**src/rtl/gs_pkg.sv**
```systemverilog
// Shared definitions for the gray-scale pulse-width driver.
// Assumes: levels are 4 bits wide unless a user overrides the top parameter.
package gs_pkg;

    // Default level width in bits (16 gray steps).
    localparam int GS_LVL_W = 4;

    // Step timer states: counter held, released but waiting for first
    // falling step edge, and counting.
    typedef enum logic [1:0] {
        TS_HOLD = 2'd0,
        TS_WAIT = 2'd1,
        TS_RUN  = 2'd2
    } tstate_e;

endpackage

```
**src/rtl/gs_step_timer.sv**
```systemverilog
// Step timer: brings step_clk and load_n into the clk domain, detects
// falling step edges and runs a saturating step counter.
// Assumes: step_clk and load_n are slow compared with clk (several clk
// cycles per level), so a two-flop chain is enough. Both go through the
// same number of stages, so their relative timing is kept.
module gs_step_timer
    import gs_pkg::*;
#(
    parameter int CW    = GS_LVL_W,
    parameter int SYNC  = 2
) (
    input  logic          clk,
    input  logic          rst_n,
    input  logic          step_clk,
    input  logic          load_n,
    output logic [CW-1:0] cnt,
    output logic          run,
    output logic          hold
);

    localparam logic [CW-1:0] CMAX = {CW{1'b1}};

    logic [SYNC-1:0] stp_sr;
    logic [SYNC-1:0] ld_sr;
    logic            stp_prev;
    logic            fall;
    logic            ld_hi;
    tstate_e         st;

    // Synchronise step clock and load, and keep the last step level for edge detection.
    always_ff @(posedge clk) begin
        if (!rst_n) begin
            stp_sr   <= {SYNC{1'b1}};
            ld_sr    <= '0;
            stp_prev <= 1'b1;
        end else begin
            stp_sr   <= {stp_sr[SYNC-2:0], step_clk};
            ld_sr    <= {ld_sr[SYNC-2:0], load_n};
            stp_prev <= stp_sr[SYNC-1];
        end
    end

    assign fall  = stp_prev & ~stp_sr[SYNC-1];
    assign ld_hi = ld_sr[SYNC-1];

    // Counter state: clear while load is low, arm on release, count falling edges up to the top value.
    always_ff @(posedge clk) begin
        if (!rst_n) begin
            st  <= TS_HOLD;
            cnt <= '0;
        end else if (!ld_hi) begin
            st  <= TS_HOLD;
            cnt <= '0;
        end else begin
            case (st)
                TS_HOLD: st <= TS_WAIT;
                TS_WAIT: begin
                    if (fall) begin
                        st  <= TS_RUN;
                        cnt <= '0;
                    end
                end
                TS_RUN: begin
                    if (fall && (cnt != CMAX)) cnt <= cnt + 1'b1;
                end
                default: st <= TS_HOLD;
            endcase
        end
    end

    assign run  = (st == TS_RUN);
    assign hold = ~ld_hi;

    AST_CNT_CLR: assert property (@(posedge clk) disable iff (!rst_n)
        hold |=> (cnt == '0) && !run);

    AST_CNT_SAT: assert property (@(posedge clk) disable iff (!rst_n)
        (run && (cnt == CMAX) && ld_hi) |=> (cnt == CMAX));

    AST_CNT_STEP: assert property (@(posedge clk) disable iff (!rst_n)
        ((cnt != $past(cnt)) && (cnt != '0)) |-> (cnt == $past(cnt) + 1'b1));

endmodule

```
**src/rtl/gs_level_window.sv**
```systemverilog
// Level capture and window compare: each channel takes its level while
// the timer holds, and opens its window while the running count is
// below that level.
// Assumes: hold and run come from gs_step_timer in the same clk domain.
module gs_level_window #(
    parameter int NCH = 64,
    parameter int LW  = 4
) (
    input  logic              clk,
    input  logic              rst_n,
    input  logic              hold,
    input  logic              run,
    input  logic [LW-1:0]     cnt,
    input  logic [NCH*LW-1:0] lvl_in,
    output logic [NCH*LW-1:0] lvl_q,
    output logic [NCH-1:0]    win
);

    for (genvar i = 0; i < NCH; i++) begin : g_ch
        // Capture this channel's level only while the counter is held.
        always_ff @(posedge clk) begin
            if (!rst_n) begin
                lvl_q[i*LW +: LW] <= '0;
            end else if (hold) begin
                lvl_q[i*LW +: LW] <= lvl_in[i*LW +: LW];
            end
        end

        // Window is open while counting and the count is still below the level.
        always_comb begin
            win[i] = run && (cnt < lvl_q[i*LW +: LW]);
        end
    end

    AST_LVL_FROZEN: assert property (@(posedge clk) disable iff (!rst_n)
        (!hold && !$past(hold)) |-> $stable(lvl_q));

endmodule

```
**src/rtl/gs_phase_gate.sv**
```systemverilog
// Phase gate: registers each channel's window ANDed with its three-phase
// strobe (index mod 3) and its two-phase strobe (index mod 2).
// Assumes: strobes are quasi-static relative to clk; they are not
// synchronised here.
module gs_phase_gate #(
    parameter int NCH  = 64,
    parameter int NTRI = 3,
    parameter int NDUO = 2
) (
    input  logic            clk,
    input  logic            rst_n,
    input  logic [NCH-1:0]  win,
    input  logic [NTRI-1:0] stb_tri,
    input  logic [NDUO-1:0] stb_duo,
    output logic [NCH-1:0]  out_en
);

    for (genvar i = 0; i < NCH; i++) begin : g_ch
        localparam int TI = i % NTRI;
        localparam int DI = i % NDUO;

        // Register the gated enable for this channel.
        always_ff @(posedge clk) begin
            if (!rst_n) out_en[i] <= 1'b0;
            else        out_en[i] <= win[i] & stb_tri[TI] & stb_duo[DI];
        end

        AST_GATE_TRI: assert property (@(posedge clk) disable iff (!rst_n)
            out_en[i] |-> $past(stb_tri[TI]));

        AST_GATE_DUO: assert property (@(posedge clk) disable iff (!rst_n)
            out_en[i] |-> $past(stb_duo[DI]));
    end

endmodule

```
**src/rtl/gs_pulse_driver.sv**
```systemverilog
// Gray-scale pulse-width driver top: step timer, per-channel level
// window, phase gating and rail code for each channel.
// Assumes: lvl_in is stable while load_n is low; step_clk and load_n are
// slow compared with clk.
module gs_pulse_driver
    import gs_pkg::*;
#(
    parameter int NCH  = 64,
    parameter int LW   = GS_LVL_W,
    parameter int SYNC = 2
) (
    input  logic              clk,
    input  logic              rst_n,
    input  logic              step_clk,
    input  logic              load_n,
    input  logic [NCH*LW-1:0] lvl_in,
    input  logic [2:0]        stb_tri,
    input  logic [1:0]        stb_duo,
    output logic [NCH-1:0]    out_en,
    output logic [2*NCH-1:0]  rail_code
);

    logic [LW-1:0]     cnt;
    logic              run;
    logic              hold;
    logic [NCH*LW-1:0] lvl_q;
    logic [NCH-1:0]    win;

    gs_step_timer #(.CW(LW), .SYNC(SYNC)) u_timer (
        .clk      (clk),
        .rst_n    (rst_n),
        .step_clk (step_clk),
        .load_n   (load_n),
        .cnt      (cnt),
        .run      (run),
        .hold     (hold)
    );

    gs_level_window #(.NCH(NCH), .LW(LW)) u_win (
        .clk    (clk),
        .rst_n  (rst_n),
        .hold   (hold),
        .run    (run),
        .cnt    (cnt),
        .lvl_in (lvl_in),
        .lvl_q  (lvl_q),
        .win    (win)
    );

    gs_phase_gate #(.NCH(NCH), .NTRI(3), .NDUO(2)) u_gate (
        .clk     (clk),
        .rst_n   (rst_n),
        .win     (win),
        .stb_tri (stb_tri),
        .stb_duo (stb_duo),
        .out_en  (out_en)
    );

    for (genvar i = 0; i < NCH; i++) begin : g_rail
        localparam logic GRP = 1'(i >> 1);

        // Rail code: pair group in bit 1, off-rail choice in bit 0.
        always_comb begin
            rail_code[2*i+1] = GRP;
            rail_code[2*i]   = ~out_en[i];
        end

        AST_ZERO_DARK: assert property (@(posedge clk) disable iff (!rst_n)
            out_en[i] |-> ($past(lvl_q[i*LW +: LW]) != '0));
    end

    AST_HOLD_DARK: assert property (@(posedge clk) disable iff (!rst_n)
        $past(hold) |=> (out_en == '0));

endmodule

```
**config.mk**
```make
export PLATFORM = sky130hd
export DESIGN_NAME = gs_pulse_driver
export DESIGN_NICKNAME = d
export VERILOG_FILES = /design/src/rtl/gs_pkg.sv /design/src/rtl/gs_step_timer.sv /design/src/rtl/gs_level_window.sv /design/src/rtl/gs_phase_gate.sv /design/src/rtl/gs_pulse_driver.sv
export SDC_FILE = /design/constraint.sdc
export NUM_CORES = 1
export LEC_CHECK = 0
export BUFFER_PORTS_ARGS = -buffer_cell sky130_fd_sc_hd__buf_2
export CAP_MARGIN = 10
export CORE_MARGIN = 2
export CORE_UTILIZATION = 40
export CTS_BUF_LIST = sky130_fd_sc_hd__clkbuf_8
export DETAILED_ROUTE_END_ITERATION = 10
export HOLD_SLACK_MARGIN = 0.03
export PLACE_DENSITY = 0.66
export RECOVER_POWER = 25
export SYNTH_ARGS = -nofsm -noshare
export SYNTH_HDL_FRONTEND = slang
export SYNTH_SLANG_ARGS = --single-unit
```
**constraint.sdc**
```tcl
create_clock -name clk -period 2.8 [get_ports clk]
set_input_delay 0.14 -clock clk [delete_from_list [all_inputs] [get_ports clk]]
set_output_delay 0.14 -clock clk [all_outputs]
set_load 0.02 [all_outputs]
```
==> reports/metrics.yaml, run 1 <==
yosys:
  synth_top_family_by_area: "multiplexers"
  ys_warn_count: 0
  syn_inst: 1722
  synthXorXnorAreaFrac: 0.000501
  synth.mux.area_fraction: 0.149
  seq_area_frac_synth: 0.379
  syn_area_mm2: 0.0175
  yosys.area_share.simple: 0.125
  yosysUniqueCellTypes: 29
  avgSynthCellArea_um2: 10.1
  synthAdderAreaFrac: 0.138
  ys_ff_latch: 331
  synth_compound_area_frac: 0.104
clocking:
  cts_made_buffers: 58
  cts_resized: 0
  cts_sinks: 331
  cts_tree: "done"
  cts_setup_buffers: 0
  clock_latency_ps: 640
  clk_pin_slew_ps: 60
  cts_max_level: 2
  ctsLongestPathBuffers: 3
  clock_tree.root_cell: "clkbuf_8"
finish:
  multiInputGateArea_mm2: 0.00926
  syn_to_final_growth_pct: 35.6
  seq_area_mm2: 0.00664
  nets: 2853
  design_area_mm2: 0.0237
  drive_gt1_frac: 0.205
  insertedDiodeCount: 0
  fill_cells: 3684
power_and_ir_drop:
  p_leak_nw: 10.4
  vdd.ir_drop.worst_v: 0.000317
  finalPower_mw: 11.3
  power_density_mw_per_mm2: 477
placement:
  postPlaceCellArea_mm2: 0.0199
  place_congestion: 0.832
  io_buffers: 392
  place_hpwl_mm: 31.6
sta:
  period_minus_slack_ps: 2520
  fmaxAchievable_mhz: 397
  setup_viol: 0
  drv_slew: 0
  clock_skew_ps: 33.3
  whs_ps: 284
  min_period_over_period: 0.900
  hold_viol: 0
  tightestPinTransition_ps: 1150
  tns_ps: 0
  maxSlewHeadroom: 0.230
  rsz0062_at_grt: "false"
drt:
  firstDrtPassIters: 4
  vias_per_cell: 4.63
  drt-total-wl_mm: 49.8
  ant_nets: 0
  drtIter0Drc: 481
  vias: 14000
  wl_per_cell_um: 16.5
  drc_errors: 0
worst_setup_path:
  critical_path.slowest_cell: "dlygate4sd3_1"
  cpLargestDelayFamily: "buffers and inverters"
  startpoint_type: "register"
  path_buf_inv: 2
  path_cells: "nor2b_1, buf_4, nand4_4, dlygate4sd3_1, a211oi_1"
  cp-end-kind: "register"
  path_class: "reg2reg"
  path_max_fanout: 7
  slowest_delay_ps: 980
  ff2ff_setup_slack_ps: 280
  worstPathRequired_ps: 3350
  critPathArrivalTime_ps: 3070
global_routing:
  grt_usage: 0.216
  grt_pass1_vias: 14700
  antenna_found_initial: 1
  grt_pass1_wl_mm: 76.1
  grt_max_degree: 156
  overflow: 0
floorplanning:
  rows: 76
  dieArea_mm2: 0.0454
  top_level_ports: 457
  die_y_um: 213
  core_mm2: 0.0431
  die_w_um: 213
  start_util: 0.406
outcome:
  outcome: "finished, final reports clean"
min_path:
  worst_hold_path_type: "in2reg"
flow_run:
  cap_violations: 0
==> state kept, by name, summed over array words and instances (netlist names) <==
| register | flops |
|---|---|
| u_win.lvl_q | 256 |
| u_gate.out_en | 64 |
| u_timer.cnt | 4 |
| u_timer.ld_sr | 2 |
| u_timer.st | 2 |
| u_timer.stp_sr | 2 |
| u_timer.stp_prev | 1 |
==> cells in the final DEF, fill, tap and decap left out, types with 3 or more instances in the layout <==
cell	Yosys	layout
mux2i_1	259	259
o21a_1	64	64
nand2b_1	67	67
buf_2	26	330
a211oi_1	15	15
dfxtp_1	331	327
bufinv_16	0	3
nand2_1	3	3
nand3_1	3	3
buf_4	77	19
clkbuf_8	0	77
inv_1	256	272
clkbuf_1	30	63
ha_1	193	193
a211oi_2	50	50
clkinv_2	0	5
dfxtp_4	0	3
a211o_1	64	64
nor2b_1	259	259
nand4_1	4	4
and2_1	3	3
buf_12	0	6
dlygate4sd3_1	0	267
conb_1	2	64
==> worst reg2reg max path, cell delays in order (launching register included) <==
cell,delay [ps]
dfxtp_1,380
nor2b_1,330
buf_4,230
nand4_4,230
dlygate4sd3_1,980
a211oi_1,300
==> final timing paths <==
| check | startpoint | to | cells past startpoint |
|---|---|---|---|
| setup reg to reg | u_timer.st[1] | u_gate.out_en[34] | 5 |
| hold / removal | lvl_in[105] | u_win.lvl_q[105] | 4 |
| hold reg to reg | u_timer.stp_sr[0] | u_timer.stp_sr[1] | 1 |
| setup / recovery | u_timer.st[1] | u_gate.out_en[34] | 5 |
==> synthesized netlist by cell type <==
library cell  number  area (um2)
a211oi_1          15         113
nor3b_1            1        7.51
xor2_1             1        8.76
nand3_1            3        15.0
nand4_1            4        25.0
nand2b_1          67         419
nand3b_1           2        15.0
buf_2             26         130
ha_1             193        2410
and2_1             3        18.8
mux2_1             1        11.3
o211ai_1           1        7.51
nand2_1            3        11.3
buf_6              3        33.8
clkbuf_1          30         113
nor2b_1          259        1620
nand4_4            2        42.5
a211oi_2          50         626
inv_1            256         961
a21oi_1            1        5.00
dfxtp_1          331        6630
conb_1             2        7.51
buf_4             77         578
o21a_1            64         480
and2_0             1        6.26
a211o_1           64         561
mux2i_1          259        2590
nor2_1             1        3.75
a32o_1             2        20.0
==> timing repair <==
| action | CTS | global route |
|---|---|---|
| endpoints found under the setup margin | 0 | 0 |
| endpoints found under the hold margin | 287 | 0 |
| hold buffers | 267 | 0 |
==> per-layer routing <==
| metal | up-vias | global-route usage | routed length [um] |
|---|---|---|---|
| met2 | 428 | 0.384 | 24500 |
| met3 | 139 | 0.0374 | 2450 |
| li1 | 6947 | - | - |
| met4 | 0 | 0.102 | 1970 |
| met5 | - | 0 | 0 |
| met1 | 6495 | 0.250 | 20900 |
==> power by group <==
part | internal (mW) | leakage [nW] | switching, mW
sequential | 4.94 | 2.74 | 0.129
clock | 2.72 | 0.706 | 2.04
combinational | 0.831 | 6.93 | 0.645
total | 8.49 | 10.4 | 2.82
==> kinds of logic (layout without fill, tap and decap cells) <==
logic type	Yosys count	in the layout
buffers and inverters	392	1047
muxes	260	260
AOI/OAI and AO/OA	197	197
other	2	64
xor gates and xnor gates	1	1
DFF	331	331
adders and majority gates	193	193
and+or+nand+nor	346	346
==> area by class of cell <==
| type | instances | share of cell area |
|---|---|---|
| Inverter | 256 | 0.0406 |
| Multi-Input combinational cell | 1061 | 0.391 |
| Clock buffer | 77 | 0.0447 |
| Tap cell | 585 | 0.0309 |
| Sequential cell | 331 | 0.280 |
| Timing Repair Buffer | 687 | 0.204 |
| Clock inverter | 27 | 0.00840 |
==> through the flow <==
| step | std cells | setup slack (ps) | util |
|---|---|---|---|
| after global routing | 3024 | 120 | 0.550 |
| after detailed placement | 2653 | 726 | 0.461 |
| after global placement | 2653 | 787 | 0.461 |
| after floorplan | 1784 | 42.4 | - |
| after CTS | 3024 | 207 | 0.552 |
| final | 3024 | 279 | 0.550 |
No activity file was read; power rests on OpenSTA's default activity.
==> run 2: changes to the inputs <==
Settings changed: CELL_PAD_IN_SITES_DETAIL_PLACEMENT set to 0, CELL_PAD_IN_SITES_GLOBAL_PLACEMENT set to 1, CORE_UTILIZATION 40 to 38, PLACE_DENSITY 0.66 to not set, PLACE_DENSITY_LB_ADDON set to 0.1, SLEW_MARGIN set to 10.
==> reports/metrics.yaml, run 2 (same netlist as run 1, synthesis figures left out) <==
clocking:
  cts_made_buffers: 61  # +5.2%
  cts_sinks: 331  # unchanged
  ctsLongestPathBuffers: 3  # unchanged
  clock_tree.root_cell: "clkbuf_8"
  clock_latency_ps: 640  # about the same
  clk_pin_slew_ps: 60  # about the same
  cts_max_level: 2  # unchanged
  cts_tree: "done"
  cts_setup_buffers: 0  # unchanged
global_routing:
  grt_pass1_wl_mm: 77.0  # +1.2%
  grt_pass1_vias: 14100  # -3.8%
  antenna_found_initial: 3  # +2
  grt_max_degree: 144  # -7.7%
  grt_usage: 0.209  # -0.00642
  overflow: 0  # unchanged
placement:
  io_buffers: 392  # unchanged
  place_inst: 2666  # +0.49%
  place_congestion: 0.746  # -10%
  place_hpwl_mm: 33.1  # +4.8%
sta:
  drv_slew: 0  # unchanged
  clock_skew_ps: 9.38  # -23.9 ps
  whs_ps: 105  # -179 ps
  fmaxAchievable_mhz: 490  # +24%
  period_minus_slack_ps: 2040  # -481 ps
  rsz0062_at_grt: "false"
  maxSlewHeadroom: 0.0877  # -0.143
  tns_ps: 0  # unchanged
  tightestPinTransition_ps: 1370  # +216 ps
  min_period_over_period: 0.728  # -0.172
  hold_viol: 0  # unchanged
  setup_viol: 0  # unchanged
power_and_ir_drop:
  switchingPower_mw: 2.85  # +1.3%
  pwr-share-comb: 0.134  # +0.003
  power_density_mw_per_mm2: 472  # -1.1%
  seq_power_share: 0.446  # -0.003
  p_int_mw: 8.51  # +0.21%
  clkPwrFrac: 0.421  # about the same
  p_leak_nw: 10.6  # +2.2%
  vdd.ir_drop.worst_v: 0.000299  # -5.5%
  swShare: 0.251  # +0.00207
min_path:
  worst_hold_path_type: "in2reg"
  min_path_cells: 4  # unchanged
floorplanning:
  dieArea_mm2: 0.0477  # +5.2%
  core_mm2: 0.0454  # +5.4%
  die_y_um: 218  # +2.5%
  die_w_um: 218  # +2.5%
  rows: 78  # +2.6%
  start_util: 0.385  # -0.0206
  top_level_ports: 457  # unchanged
finish:
  top_register: "u_win.lvl_q"
  largest_register_ffs: 256  # unchanged
  layout_common_cells: "buf_2 (329), dfxtp_1 (326), dlygate4sd3_1 (302)"
  stdcell_count: 3080  # +1.9%
  drive_gt1_frac: 0.203  # -0.00283
  fill_cells: 4236  # +15%
  syn_to_final_growth_pct: 37.8
  layout_commonest_cell: "buf_2"
  reg_top3: "u_win.lvl_q: 256 flops, u_gate.out_en: 64 flops, u_timer.cnt: 4 flops"
  nets: 2889  # +1.3%
worst_setup_path:
  critPathArrivalTime_ps: 2570  # -500 ps
  path_max_fanout: 59  # +52
  worstPathRequired_ps: 3330  # -20 ps
  path_class: "reg2reg"
  startpoint_type: "register"
  cp-end-kind: "register"
  r2r_cells: 4  # -1
drt:
  vias_per_cell: 4.44  # -4.1%
  firstDrtPassIters: 4  # unchanged
  drc_errors: 0  # unchanged
  vias: 13700  # -2.3%
  ant_nets: 0  # unchanged
  wl_per_cell_um: 16.4  # -0.53%
  drtIter0Drc: 435  # -9.6%
  drt-total-wl_mm: 50.4  # +1.3%
flow_run:
  cap_violations: 0  # unchanged
outcome:
  outcome: "finished, final reports clean"
## run 2: changes by cell type in the layout (fill, tap and decap cells not counted), moves of 2 or more
cell | previous run | this run
inv_1 | 272 | 277
clkbuf_8 | 77 | 83
clkbuf_2 | 2 | 0
dlygate4sd3_1 | 267 | 302
bufinv_16 | 3 | 1
diode_2 | 0 | 2
## run 2: per-stage QoR
| stage | setup WS [ps] | total power [mW] | utilization | instance area (um2) |
|---|---|---|---|---|
| after floorplan | 42.4 | 6.03 | - | 17700 |
| after global placement | 803 | 6.33 | 0.438 | 19900 |
| after detailed placement | 769 | 6.36 | 0.438 | 19900 |
| after CTS | 753 | 11.5 | 0.532 | 24200 |
| after global routing | 653 | 12.0 | 0.530 | 24100 |
| final | 760 | 11.4 | 0.530 | 24100 |
## run 2: what timing repair did
| item | CTS | global route |
|---|---|---|
| gates resized for setup | 0 | 0 |
| hold endpoints to repair | 289 | 0 |
| hold buffers | 302 | 0 |
## run 2: power groups by stage
stage | registers [mW] | logic, mW | clock network [mW]
detailed placement | 5.17 | 1.19 | 0
finish | 5.07 | 1.52 | 4.78
floorplan | 5.13 | 0.901 | 0
global route | 5.09 | 1.69 | 5.17
global placement | 5.16 | 1.17 | 0
CTS | 5.07 | 1.53 | 4.95
## run 2: worst paths after layout
kind / start / endpoint / slack, ps
max: u_timer.ld_sr[1] / u_win.lvl_q[114] / 760
min: stb_tri[0] / u_gate.out_en[0] / 100
max reg2reg: u_timer.ld_sr[1] / u_win.lvl_q[114] / 760
min reg2reg: u_timer.stp_sr[0] / u_timer.stp_sr[1] / 420
## run 2: layer usage
metal	routed length (um)	part of all wire	GRT usage
met5	13	0.00026	0
met4	1240	0.025	0.0653
met3	2200	0.044	0.0369
met2	24400	0.48	0.360
met1	22600	0.45	0.265
## run 2: layout make-up
class | count | area (um2) | share of cell area
multi-input combinational | 1061 | 9260 | 0.385
clock buffer | 83 | 1140 | 0.0475
sequential | 331 | 6640 | 0.276
timing repair buffer | 720 | 5170 | 0.215
inverter | 256 | 961 | 0.0399
antenna | 2 | 5.00 | 0.000208
tap | 600 | 751 | 0.0312
clock inverter | 27 | 136 | 0.00567
## run 2: worst max-delay path: stages (launching register included)
cell	delay, ps
dfxtp_4	530
buf_12	390
mux2i_1	280
nor2b_1	70
dlygate4sd3_1	550
